===== src/rtl/mt_seq_pkg.sv =====
package mt_seq_pkg;
    localparam int NUM_M_CYCLES = 5;
    localparam int NUM_T_STATES = 6;
    localparam int MIN_T_STATES = 3;

    typedef enum logic {
        SEQ_RUN   = 1'b0,
        SEQ_STALL = 1'b1
    } seq_state_e;
endpackage


===== src/rtl/mt_wait_fsm.sv =====
module mt_wait_fsm
    import mt_seq_pkg::*;
(
    input  logic clk,
    input  logic rst_n,
    input  logic wait_req,
    output logic stalled
);
    seq_state_e state_q, state_d;

    always_comb begin
        state_d = state_q;
        unique case (state_q)
            SEQ_RUN:   if (wait_req)  state_d = SEQ_STALL;
            SEQ_STALL: if (!wait_req) state_d = SEQ_RUN;
            default:   state_d = SEQ_RUN;
        endcase
    end

    always_ff @(posedge clk or negedge rst_n) begin
        if (!rst_n) state_q <= SEQ_RUN;
        else        state_q <= state_d;
    end

    always_comb begin
        stalled = (state_q == SEQ_STALL);
    end

    // a wait request seen while running always produces a stall
    a_r6_enter_stall: assert property (@(posedge clk) disable iff (!rst_n)
        (!stalled && wait_req) |=> stalled);
endmodule


===== src/rtl/mt_tstate_ring.sv =====
module mt_tstate_ring #(
    parameter int NUM_T = 6,
    parameter int T_MIN = 3,
    parameter int LEN_W = 2
) (
    input  logic             clk,
    input  logic             rst_n,
    input  logic             advance,
    input  logic [LEN_W-1:0] cyc_len,
    output logic [NUM_T-1:0] t_cur,
    output logic             cycle_end
);
    localparam int IDX_W = $clog2(NUM_T);

    logic [IDX_W-1:0] last_idx;
    logic [NUM_T-1:0] at_or_past_last;
    logic [NUM_T-1:0] t_next;

    always_comb begin
        last_idx = IDX_W'(cyc_len) + IDX_W'(T_MIN - 1);
    end

    for (genvar g = 0; g < NUM_T; g++) begin : g_last
        assign at_or_past_last[g] = (IDX_W'(g) >= last_idx);
    end

    always_comb begin
        cycle_end = advance && |(t_cur & at_or_past_last);
        if (!advance)      t_next = t_cur;
        else if (cycle_end) t_next = NUM_T'(1);
        else               t_next = t_cur << 1;
    end

    always_ff @(posedge clk or negedge rst_n) begin
        if (!rst_n) t_cur <= NUM_T'(1);
        else        t_cur <= t_next;
    end

    // inside a cycle the state moves up exactly one position
    a_r2_t_step: assert property (@(posedge clk) disable iff (!rst_n)
        (advance && !cycle_end) |=> (t_cur == ($past(t_cur) << 1)));
    // a finished cycle always restarts at T1
    a_r3_t_wrap: assert property (@(posedge clk) disable iff (!rst_n)
        cycle_end |=> (t_cur == NUM_T'(1)));
endmodule


===== src/rtl/mt_mcycle_ring.sv =====
module mt_mcycle_ring #(
    parameter int NUM_M = 5,
    parameter int SEL_W = 3
) (
    input  logic             clk,
    input  logic             rst_n,
    input  logic             load,
    input  logic [SEL_W-1:0] next_sel,
    output logic [NUM_M-1:0] m_cur
);
    logic [NUM_M-1:0] sel_hot;
    logic [NUM_M-1:0] m_load;

    for (genvar g = 0; g < NUM_M; g++) begin : g_sel
        assign sel_hot[g] = (next_sel == SEL_W'(g));
    end

    always_comb begin
        m_load = (sel_hot == '0) ? NUM_M'(1) : sel_hot;
    end

    always_ff @(posedge clk or negedge rst_n) begin
        if (!rst_n)    m_cur <= NUM_M'(1);
        else if (load) m_cur <= m_load;
    end

    // no cycle end, no machine-cycle change
    a_r9_m_hold: assert property (@(posedge clk) disable iff (!rst_n)
        !load |=> $stable(m_cur));
    // out-of-range selections fall back to M1
    a_r5_m_fallback: assert property (@(posedge clk) disable iff (!rst_n)
        (load && next_sel >= SEL_W'(NUM_M)) |=> m_cur[0]);
endmodule


===== src/rtl/mt_ring_sequencer.sv =====
module mt_ring_sequencer
    import mt_seq_pkg::*;
#(
    parameter int NUM_M = NUM_M_CYCLES,
    parameter int NUM_T = NUM_T_STATES,
    parameter int T_MIN = MIN_T_STATES,
    parameter int LEN_W = $clog2(NUM_T - T_MIN + 1),
    parameter int SEL_W = $clog2(NUM_M + 1)
) (
    input  logic             clk,
    input  logic             rst_n,
    input  logic             wait_req,
    input  logic [LEN_W-1:0] cyc_len,
    input  logic [SEL_W-1:0] next_m,
    output logic [NUM_M-1:0] m_ring,
    output logic [NUM_T-1:0] t_ring
);
    logic             stalled;
    logic             cycle_end;
    logic [NUM_T-1:0] t_cur;

    mt_wait_fsm u_fsm (
        .clk      (clk),
        .rst_n    (rst_n),
        .wait_req (wait_req),
        .stalled  (stalled)
    );

    mt_tstate_ring #(.NUM_T(NUM_T), .T_MIN(T_MIN), .LEN_W(LEN_W)) u_tring (
        .clk       (clk),
        .rst_n     (rst_n),
        .advance   (!stalled),
        .cyc_len   (cyc_len),
        .t_cur     (t_cur),
        .cycle_end (cycle_end)
    );

    mt_mcycle_ring #(.NUM_M(NUM_M), .SEL_W(SEL_W)) u_mring (
        .clk      (clk),
        .rst_n    (rst_n),
        .load     (cycle_end),
        .next_sel (next_m),
        .m_cur    (m_ring)
    );

    always_comb begin
        t_ring = stalled ? '0 : t_cur;
    end

    // one-hot rings outside a stall
    a_r8_m_onehot: assert property (@(posedge clk) disable iff (!rst_n)
        $countones(m_ring) == 1);
    a_r8_t_onehot: assert property (@(posedge clk) disable iff (!rst_n)
        !stalled |-> ($countones(t_ring) == 1));
    // a wait seen while running blanks the clock-state ring
    a_r6_blank: assert property (@(posedge clk) disable iff (!rst_n)
        (!stalled && wait_req) |=> (t_ring == '0));
    // release restores the remembered state, machine cycle frozen
    a_r7_resume: assert property (@(posedge clk) disable iff (!rst_n)
        (stalled && !wait_req) |=> (t_ring == $past(t_cur)));
    a_r7_m_frozen: assert property (@(posedge clk) disable iff (!rst_n)
        stalled |=> $stable(m_ring));
endmodule


===== config.mk =====
export PLATFORM = sky130hd
export DESIGN_NAME = mt_ring_sequencer
export DESIGN_NICKNAME = d
export VERILOG_FILES = /design/src/rtl/mt_seq_pkg.sv /design/src/rtl/mt_wait_fsm.sv /design/src/rtl/mt_tstate_ring.sv /design/src/rtl/mt_mcycle_ring.sv /design/src/rtl/mt_ring_sequencer.sv
export SDC_FILE = /design/constraint.sdc
export NUM_CORES = 1
export LEC_CHECK = 0
export BUFFER_PORTS_ARGS = -buffer_cell sky130_fd_sc_hd__buf_2
export CAP_MARGIN = 20
export CORE_UTILIZATION = 46
export CTS_CLUSTER_DIAMETER = 100
export DETAILED_ROUTE_END_ITERATION = 7
export PLACE_DENSITY = 0.73
export SYNTH_ARGS = -nofsm -noshare
export SYNTH_HDL_FRONTEND = slang
export SYNTH_HIERARCHICAL = 1
export SYNTH_SLANG_ARGS = --single-unit

===== constraint.sdc =====
create_clock -name clk -period 1.6 [get_ports clk]
set_clock_uncertainty 0.05 [all_clocks]
set_input_delay 0.4 -clock clk [delete_from_list [all_inputs] [get_ports clk]]
set_output_delay 0.4 -clock clk [all_outputs]
set_load 0.005 [all_outputs]

After elaboration in Yosys (flattened, before gate mapping) --
Index checks and enable logic that the tools add are counted.
Operators by class: add/subtract/negate cells 1, $lt $le $gt $ge 6, equality and inequality tests 4, muxes and demuxes 4, bitwise logic cells 1, reduce and logical (&&, ||, !) cells 5
Operators with widths (number):
- $mux W6 | 2
- $and A6 B6 Y6 | 1
- $eq A3 B2 Y1 const B | 2
- $ge A1 B3 Y1 const A | 2
- $ge A2 B3 Y1 const A | 2
- $ge A3 B3 Y1 const A | 2
- $reduce_or A6 Y1 | 1
- $logic_not A5 Y1 | 1
- $mux W5 | 1
- $add A2 B2 Y3 const B | 1
- $eq A3 B1 Y1 const B | 1
- $eq A3 B3 Y1 const B | 1
- $logic_not A3 Y1 | 1
- $logic_and A1 B1 Y1 | 1
- $logic_not A1 Y1 | 1
- $mux W1 | 1
Word-level totals: bits in registers 12, input bits 8, output and inout bits 11, logic and storage cells 24

Logic depth before layout (Yosys ltp) --
Gate-level depths: netlist (run 1).
depth in word-level cells 6, gate-level depth with buffers 6, depth with buffers taken out 5

By module --
The synthesis (run 1) kept the hierarchy.
Modules (own cells, without submodules):
- mt_tstate_ring | instances 1, cells an instance 32, area each 321.6 µm², seq. area each 151.4 µm²
- mt_mcycle_ring | instances 1, cells an instance 20, area each 224.0 µm², seq. area each 126.4 µm²
- mt_ring_sequencer | instances 1, cells an instance 7, area each 41.3 µm², seq. area each 0.0 µm²
- mt_wait_fsm | instances 1, cells an instance 1, area each 25.0 µm², seq. area each 25.0 µm²

Worst setup path before layout (run 1) --
OpenSTA, ideal clock, no wires.
kind input to register, from input port cyc_len[1], to register u_mring.m_cur[1], setup time 0.125 ns, arrival time 1.309 ns, required time 1.425 ns, path slack 0.116 ns, stages on the path 5, path buffers 1, cells stage by stage nand2b_4 -> a21oi_4 -> o21a_1 -> buf_2 -> mux2_2
On the way: longest elaborated chain between the ends 5, elaborated cells between the ends (all ways) 10, those cells by class 1 x add/sub; 6 x order compare; 1 x bitwise; 2 x reduce/logical
Ends and longest elaborated chain:
- start, declared | line mt_ring_sequencer.sv:13 | input logic [LEN_W-1:0] cyc_len,
- $add A2 B2 Y3 * | line mt_tstate_ring.sv:20 | last_idx = IDX_W'(cyc_len) + IDX_W'(T_MIN - 1);
- $ge A1 B3 Y1 (tied with other cells) | line mt_tstate_ring.sv:24 | assign at_or_past_last[g] = (IDX_W'(g) >= last_idx);
- $and A6 B6 Y6 * | line mt_tstate_ring.sv:28 | cycle_end = advance && |(t_cur & at_or_past_last);
- $reduce_or A6 Y1 * | line mt_tstate_ring.sv:28
- $logic_and A1 B1 Y1 * | line mt_tstate_ring.sv:28
- named net cycle_end | line mt_ring_sequencer.sv:19 | logic cycle_end;
- end signal, assigned | line mt_mcycle_ring.sv:24 | else if (load) m_cur <= m_load;
- end, declared | line mt_mcycle_ring.sv:9 | output logic [NUM_M-1:0] m_cur
The timed path passes the listed nets; every way through them passes the cells marked *. A chain may end at the register's enable or synchronous reset.

Worst setup path in the final report (run 1) --
from register u_tring.t_cur[0], to output port t_ring[0]
On the way: longest elaborated chain between the ends 1
Ends and longest elaborated chain:
- start, declared | line mt_tstate_ring.sv:10 | output logic [NUM_T-1:0] t_cur,
- start signal, assigned | line mt_tstate_ring.sv:36 | else t_cur <= t_next;
- $mux W6 | line mt_ring_sequencer.sv:47 | t_ring = stalled ? '0 : t_cur;
- end, declared | line mt_ring_sequencer.sv:16 | output logic [NUM_T-1:0] t_ring
No other way between the ends.

==> flow_results.org, run 1 <==
** Timing
- Minimum clock period after layout :: 1.48 ns
- The max-slew violation count was 0.
- # setup viols final :: 0
- Period Utilization, post-route :: 92.2%
- Final-report hold violation count :: 0
- Fin Setup TNS :: 0 ns
- Setup repair after global routing left no endpoint under its margin.
- Max Fclk :: 678 MHz
- Worst-Margin Slew :: 0.274 ns
- Max_slew headroom :: 81.7%

** Drt
- Violation count after the first detailed-routing iteration :: 4
- Average vias per placed instance :: 5.03
- Final WL :: 1.08 mm
- After detailed routing, the average wire length per cell comes to 11.0 um.
- Final routed DRC violation total :: 0
- Summing over every cut layer, the via total after detailed routing is 493.
- The first detailed-routing pass ran for 2 iterations.
- Once detail routing completed, the nets flagged for antenna violations numbered 0.

** Power and ir drop
- Power spent charging and discharging nets :: 0.289 mW
- Share of power burned in the clock network :: 20.0%
- The share of total power dissipated in combinational logic is 31.1%.
- The design draws 0.953 mW.
- The worst-case IR drop observed on VDD is 0.774 mV.
- Net Sw Frac :: 30.3%
- Sequential Power Share :: 48.8%
- Total internal power :: 0.665 mW
- Power spread over the standard cell area amounts to 1250 nW/um^2.
- Summed over all cells, the static leakage comes to 0.375 nW.

** Worst hold path
- WHS Path Cells :: 1
- The path class of the tightest hold or removal check is input port to flip-flop.
- The path with the worst hold slack has its endpoint at u_fsm/stalled.
- Start point of the worst hold path :: wait_req

** Clocking
- Buffers inserted during clock tree synthesis total 3.
- CTS Root Cell :: sky130_fd_sc_hd__clkbuf_4
- Post-CTS timing repair inserted 0 buffers for setup.
- Clock Pin Slew Worst Setup and Hold Paths :: 0.08 ns
- Counting every sink on the clock net gives 12.
- In this run the number of H-tree levels came out at 1.
- Total of cells resized after clock tree synthesis :: 0
- Clock insertion delay at the later pin of the skew report :: 0.27 ns
- TritonCTS built the clock tree.
- Max Root-Sink Buffers :: 2

** Worst setup path
- For the worst setup path, the data required time is 1.15 ns.
- The largest individual stage delay along the critical path comes from the cell sky130_fd_sc_hd__dfstp_2.
- In this run the worst path has a maximum fanout of 3.
- The worst setup path is captured at a primary output.
- Critical path, cell by cell :: nor2b_1 > buf_2
- Capturing point of the worst reg2reg path :: u_mring/m_cur[3]
- Crit path max-delay family :: flip-flops
- The number of buffers and inverters on the critical path is 1.
- Source of the worst register-to-register timing path :: u_tring/t_cur[3]
- Counting cells, the worst reg-to-reg path comes to 6.
- CP startpoint kind :: flip-flop
- The critical path in this run is classified as flip-flop to primary output.
- Register-to-register setup slack :: 0.15 ns
- Max stage delay on crit path :: 0.54 ns
- Critical Path AT :: 1.03 ns

** GRT
- Via count of the first global-routing pass :: 425
- The first global-routing pass estimated 1.79 mm of wire.
- Antenna violations before repair :: 0
- Global routing consumed, over all layers together, 17.8% of the routing resources.
- Entering global routing, the biggest net connects 13 pins.
- For this run the aggregate overflow at the end of global routing stands at 0.

** Yosys
- Post-synth design cell area :: 612 um^2
- Summing the sequential cell areas from Yosys gives 49.5% of the chip area.
- After synthesis, the largest family of logic cells by area is simple AND/OR/NAND/NOR gates.
- Net count after synthesis :: 68
- Distinct cells, synth :: 24
- Post-synthesis mux area share :: 3.68%
- Summing the areas of all compound-gate instances in the mapped netlist gives 16.8% of the synthesized area.
- Yosys warns :: 6
- After Yosys synthesis, and, or, nand and nor cells account for 22.5% of the synthesized area.
- Summing the areas of all fa, ha and maj instances in the mapped netlist gives 0% of the synthesized area.
- Post-Syn Area per Cell :: 10.2 um^2
- The cell count after synthesis came out at 60.
- Xor/xnor share of the synthesized area :: 0%
- The largest total area in the synthesized netlist belongs to sky130_fd_sc_hd__dfrtp_1.
- By area the synthesized netlist is led by sky130_fd_sc_hd__dfrtp_1, sky130_fd_sc_hd__dfstp_2, sky130_fd_sc_hd__nor2b_1.
- In this run the biggest area consumer among cell types represents 40.9% of the synthesized area.
- Flip-flop and latch count after synthesis :: 12

** Place
- Count of input and output buffers :: 18
- Once detailed placement completed, the half-perimeter wirelength came to 827 um.
- The congestion estimate from routability-driven global placement came to 0.757.

** Floorplanning
- In this run the vertical extent of the chip is 38.5 um.
- Pin placement for this block handled 19 I/O pins.
- Effective utilization at floorplan :: 52.2%
- After floorplanning, the core was sized to cover 1170 um^2.
- Placement row count :: 12
- Die Span X :: 38.5 um
- Area enclosed by the die boundary :: 1480 um^2

** Flow run
- The tool flagged a number of max-cap violations equal to 0.

** Finish
- Fraction of layout cells with a size suffix above 1 :: 39.3%
- After filler insertion, the fill cell instance count of the layout stands at 109.
- The net count of the finished layout is 93.
- Area Growth Syn to Fin :: 24.5%
- Final standard cell utilization of the core :: 65.1%
- Area of the multi-input gates :: 263 um^2
- Final antenna diode count :: 0
- Total area of sequential cells :: 303 um^2

** Run status
- Run status :: finished, final reports clean
-- power groups by stage --
stage	Clock, mW	Combinational [mW]	Sequential, mW
after floorplan	0	0.174	0.471
after global placement	0	0.291	0.469
after detailed placement	0	0.299	0.473
after CTS	0.201	0.300	0.469
after global routing	0.213	0.330	0.481
final	0.191	0.297	0.466
-- cell families after synthesis --
family          after synthesis
buf+inv                      10
flops                        12
mux                           2
simple gates                 23
compound gates               13
-- state kept, by name (all words and copies together), names as in the netlist --
| signal | flops |
|---|---|
| u_fsm/stalled | 1 |
| u_mring/m_cur | 5 |
| u_tring/t_cur | 6 |
-- worst register-to-register path, delay by kind of cell, from the launching register on --
kind                   cells  cell delay (ns)
AO/OA/AOI/OAI              3             0.55
flip-flops                 1             0.42
buffers and inverters      1             0.17
AND/OR/NAND/NOR            2             0.15
-- synthesized netlist by cell type --
master	instances
sky130_fd_sc_hd__mux2_2	2
sky130_fd_sc_hd__or3_1	1
sky130_fd_sc_hd__nor3b_1	2
sky130_fd_sc_hd__o21bai_2	1
sky130_fd_sc_hd__nor2_1	2
sky130_fd_sc_hd__o21a_1	1
sky130_fd_sc_hd__nand2_1	5
sky130_fd_sc_hd__and2b_4	1
sky130_fd_sc_hd__inv_1	7
sky130_fd_sc_hd__buf_6	1
sky130_fd_sc_hd__o22ai_1	4
sky130_fd_sc_hd__dfstp_2	2
sky130_fd_sc_hd__a31oi_1	1
sky130_fd_sc_hd__inv_2	1
sky130_fd_sc_hd__buf_2	1
sky130_fd_sc_hd__dfrtp_1	10
sky130_fd_sc_hd__nand3_1	4
sky130_fd_sc_hd__o21ai_0	2
sky130_fd_sc_hd__o22a_1	1
sky130_fd_sc_hd__o32ai_1	2
sky130_fd_sc_hd__a21oi_4	1
sky130_fd_sc_hd__nor2b_1	6
sky130_fd_sc_hd__nand4b_1	1
sky130_fd_sc_hd__nand2b_4	1
-- layout make-up --
type                       instances  share of cell area [%]
timing repair buffer              22                    16.1
multi-input combinational         38                    34.5
clock buffer                       4                    3.45
sequential                        12                    39.7
inverter                           8                    3.94
tap                               14                    2.30
-- cell usage in the layout, fill, tap and decap left out --
cell type                       Yosys  layout
sky130_fd_sc_hd__a21oi_4            1       1
sky130_fd_sc_hd__a31oi_1            1       1
sky130_fd_sc_hd__and2b_4            1       1
sky130_fd_sc_hd__buf_2              1      18
sky130_fd_sc_hd__buf_4              0       3
sky130_fd_sc_hd__clkbuf_1           0       1
sky130_fd_sc_hd__clkbuf_4           0       3
sky130_fd_sc_hd__dfrtp_1           10      10
sky130_fd_sc_hd__dfstp_2            2       2
sky130_fd_sc_hd__dlygate4sd3_1      0       1
sky130_fd_sc_hd__inv_1              7       7
sky130_fd_sc_hd__inv_2              1       1
sky130_fd_sc_hd__mux2_2             2       2
sky130_fd_sc_hd__nand2_1            5       5
sky130_fd_sc_hd__nand2b_4           1       1
sky130_fd_sc_hd__nand3_1            4       4
sky130_fd_sc_hd__nand4b_1           1       1
sky130_fd_sc_hd__nor2_1             2       2
sky130_fd_sc_hd__nor2b_1            6       6
sky130_fd_sc_hd__nor3b_1            2       2
sky130_fd_sc_hd__o21a_1             1       1
sky130_fd_sc_hd__o21ai_0            2       2
sky130_fd_sc_hd__o21bai_2           1       1
sky130_fd_sc_hd__o22a_1             1       1
sky130_fd_sc_hd__o22ai_1            4       4
sky130_fd_sc_hd__o32ai_1            2       2
sky130_fd_sc_hd__or3_1              1       1
-- stage by stage --
stage	hold slack, ns	instance area, um^2	setup slack, ns	cells
after global placement	0.235	726	0.0936	93
after detailed placement	0.241	726	0.0759	93
after CTS	0.175	762	0.110	98
after global routing	0.176	762	0.0423	98
final	0.184	762	0.124	98
after floorplan	0.0544	612	0.116	60
-- how the worst max path moves through the flow --
stage | from | end | slack, ns | depth (start not counted)
detailed placement | cyc_len[1] | u_mring/m_cur[2] | 0.08 | 5
global placement | cyc_len[1] | u_mring/m_cur[1] | 0.09 | 5
CTS | u_tring/t_cur[0] | t_ring[0] | 0.11 | 2
finish | u_tring/t_cur[0] | t_ring[0] | 0.12 | 2
floorplan | cyc_len[1] | u_mring/m_cur[1] | 0.12 | 5
global route | u_tring/t_cur[3] | u_mring/m_cur[3] | 0.04 | 6
-- metal layers --
metal	wire (um)	part of all wire, %	GRT usage [%]
met1	529	49	22.9
met2	512	47	28.8
met5	0	0	0
met3	40	3.7	5.23
met4	0	0	5.17
-- repair_timing --
action / in CTS / in global routing
endpoints found under the hold margin: 10 / 0
endpoints found under the setup margin: 0 / 0
hold buffers: 1 / 0
Note: power is estimated with default switching activity, not from simulation.
==> run 2: changes to the inputs <==
--- a/config.mk
+++ b/config.mk
@@ -5,12 +5,12 @@
 export SDC_FILE = /design/constraint.sdc
 export NUM_CORES = 1
 export LEC_CHECK = 0
-export BUFFER_PORTS_ARGS = -buffer_cell sky130_fd_sc_hd__buf_2
 export CAP_MARGIN = 20
 export CORE_UTILIZATION = 46
 export CTS_CLUSTER_DIAMETER = 100
 export DETAILED_ROUTE_END_ITERATION = 7
-export PLACE_DENSITY = 0.73
+export DONT_BUFFER_PORTS = 1
+export GPL_ROUTABILITY_DRIVEN = 0
 export SYNTH_ARGS = -nofsm -noshare
 export SYNTH_HDL_FRONTEND = slang
 export SYNTH_HIERARCHICAL = 1
==> flow_results.org, run 2 (synthesized netlist as in run 1, its figures left out) <==
** Timing
- Final-report hold violation count :: 0
- Minimum clock period after layout :: 1.51 ns
- Headroom to the max-slew limit came out at 65.5%.
- Worst-Margin Slew :: 0.516 ns
- Count of pins over their slew limit :: 0
- Max Fclk :: 661 MHz
- Final setup slack of the worst path :: 0.0876 ns
- Setup violations remaining at the end of the flow were counted as 0.
- Fin Setup TNS :: 0 ns
- The worst path uses 94.5% of the clock period.

** Finish
- Non-Filler Cell Area, Final :: 689 um^2
- The finished layout holds 79 standard cells, fillers aside.
- The register with the most flip-flops in the layout has 6 of them.
- In the layout the commonest cells are sky130_fd_sc_hd__dfrtp_1, sky130_fd_sc_hd__inv_1, sky130_fd_sc_hd__nor2b_1.
- Relative to the synthesized area, the layout overhead comes to 12.7%.
- Leaving out fill and tap cells, the most frequent cell in the layout is sky130_fd_sc_hd__dfrtp_1.
- Final antenna diode count :: 0
- The register with the most flip-flops in the final layout is u_tring/t_cur.
- Cells with a size suffix above 1 make up 24.6% of the layout.
- After the last flow step, the layout net total stands at 74.

** Clocking
- The later pin in the worst-skew pair is clocked with a latency of 0.27 ns.
- Number of buffers created by CTS :: 3
- The tree is rooted in a sky130_fd_sc_hd__clkbuf_4.
- TritonCTS built the clock tree.
- Counting every sink on the clock net gives 12.
- In this run the number of H-tree levels came out at 1.
- Max Root-Sink Buffers :: 2
- Clock-pin slew was measured on the worst setup and hold paths at 0.07 ns.

** Power and ir drop
- Worst supply voltage drop on vdd :: 0.817 mV
- Pwr/cell area :: 1380 nW/um^2
- Cell leakage power :: 0.296 nW

** Floorplanning
- The floorplan has 12 rows.
- Measured along the x axis, the die boundary spans 38.5 um.
- 19 I/O pins were placed.
- The die is 38.5 um tall.
- Area of the core :: 1170 um^2
- Once the floorplan was initialized, standard cells occupied 52.2% of the core.
- Area enclosed by the die boundary :: 1480 um^2

** Worst setup path
- Crit path from :: u_tring/t_cur[4]
- Across all register-to-register paths, the minimum setup slack is 0.09 ns.
- Critical path destination :: u_mring/m_cur[2]
- Depth of the worst register-to-register path :: 4
- Critical path class :: flip-flop to flip-flop
- CP Max Fanout :: 5
- For this design, the slowest cell found on the critical path is sky130_fd_sc_hd__dfrtp_1.
- Buffers plus inverters on the worst setup path :: 1
- In this run the critical register-to-register path is captured at u_mring/m_cur[2].
- The startpoint identified for the worst register-to-register timing path is u_tring/t_cur[4].
- Critical Path Stages :: 4
- Data on the critical path is required at its endpoint by 1.70 ns.
- Critical Path AT :: 1.61 ns
- The signal on the critical path passes through inv_2 > a21oi_4 > o21a_1 > mux2_2.
- For this run, the slowest stage of the critical path takes 0.44 ns.
- STA classifies the critical path startpoint as a flip-flop.
- Among cell families on the critical path, the largest total delay comes from compound AO/OA/AOI/OAI gates.
- Crit path capture type :: flip-flop

** Place
- After detailed placement, the total cell area comes to 628 um^2.
- # placed instances :: 74
- Worst setup slack after placement :: 0.0590 ns
- Count of input and output buffers :: 0
- Estimated wirelength of the detail-placed design :: 874 um

** GRT
- Global routing finished with a remaining overflow of 0.
- The number of antenna violations at the first check in global routing came to 0.
- Global-route usage over all layers :: 19.0%
- The first global-routing pass estimated 1.81 mm of wire.
- The via count of the first global-routing pass was 427.
- Entering global routing, the biggest net connects 13 pins.

** Drt
- Average routed wire per standard cell :: 15.8 um
- The first TritonRoute pass finished after 2 iterations.
- Final routed DRC violation total :: 0
- The first routing iteration left 4 violations.
- The detail route stage leaves a number of antenna-violating nets equal to 0.
- Dividing the detail-routed via count by the number of cells gives 5.54.
- Wires add up to 1.25 mm.
- Across all layers, the routed design uses 438 vias.

** Run status
- Run status :: finished, final reports clean

** Worst hold path
- Worst min-delay path class :: input port to flip-flop
- The startpoint identified for the worst hold timing path is wait_req.

** Flow run
- Max Cap Viol :: 0
-- run 2: changes by cell type in the layout (fill, tap and decap cells not counted), sizes merged --
cell,previous run,this run
buf,21,2
-- run 2: layout make-up --
cell class / count / area [um^2]
clock buffers: 4 / 36.3
fillers: 110 / 482
inverters: 8 / 30.0
multi-input cells: 38 / 278
flip-flops and latches: 12 / 303
well taps: 14 / 17.5
repair buffers: 3 / 25.0
-- run 2: per-layer routing --
layer	vias up	share of wire, %	track usage, %
li1	215	-	-
met1	202	41	21.3
met2	15	49	30.5
met3	6	6.0	8.72
met4	0	3.7	8.62
met5	-	0	0
-- run 2: what timing repair did --
item	in CTS	in global routing
setup buffers	0	0
endpoints found under the hold margin	12	0
resized for setup	0	2
hold buffers	1	0
setup endpoints to repair	0	2
-- run 2: power breakdown --
part	switching (mW)	total, mW	leakage (nW)	internal [mW]
registers	0.0834	0.489	0.153	0.406
logic	0.115	0.232	0.121	0.116
clock network	0.0941	0.232	0.0210	0.138
total	0.293	0.953	0.296	0.660
-- run 2: through the flow --
| stage | hold slack, ns | power, mW | utilization [%] |
|---|---|---|---|
| 2_1_floorplan | 0.0544 | 0.645 | - |
| 3_3_place_gp | 0.0547 | 0.681 | 53.6 |
| 3_5_place_dp | 0.0548 | 0.698 | 53.6 |
| 4_1_cts | 0.105 | 0.941 | 57.6 |
| 5_1_grt | 0.0908 | 1.02 | 58.9 |
| 6_report | 0.111 | 0.953 | 58.9 |
-- run 2: worst min path at each step --
| stage | end | slack, ns | cells past startpoint |
|---|---|---|---|
| after floorplan | u_fsm/stalled | 0.05 | 0 |
| after global placement | u_mring/m_cur[3] | 0.05 | 0 |
| after detailed placement | u_mring/m_cur[3] | 0.05 | 0 |
| after CTS | u_fsm/stalled | 0.10 | 0 |
| after global routing | u_fsm/stalled | 0.09 | 0 |
| final | u_fsm/stalled | 0.11 | 0 |
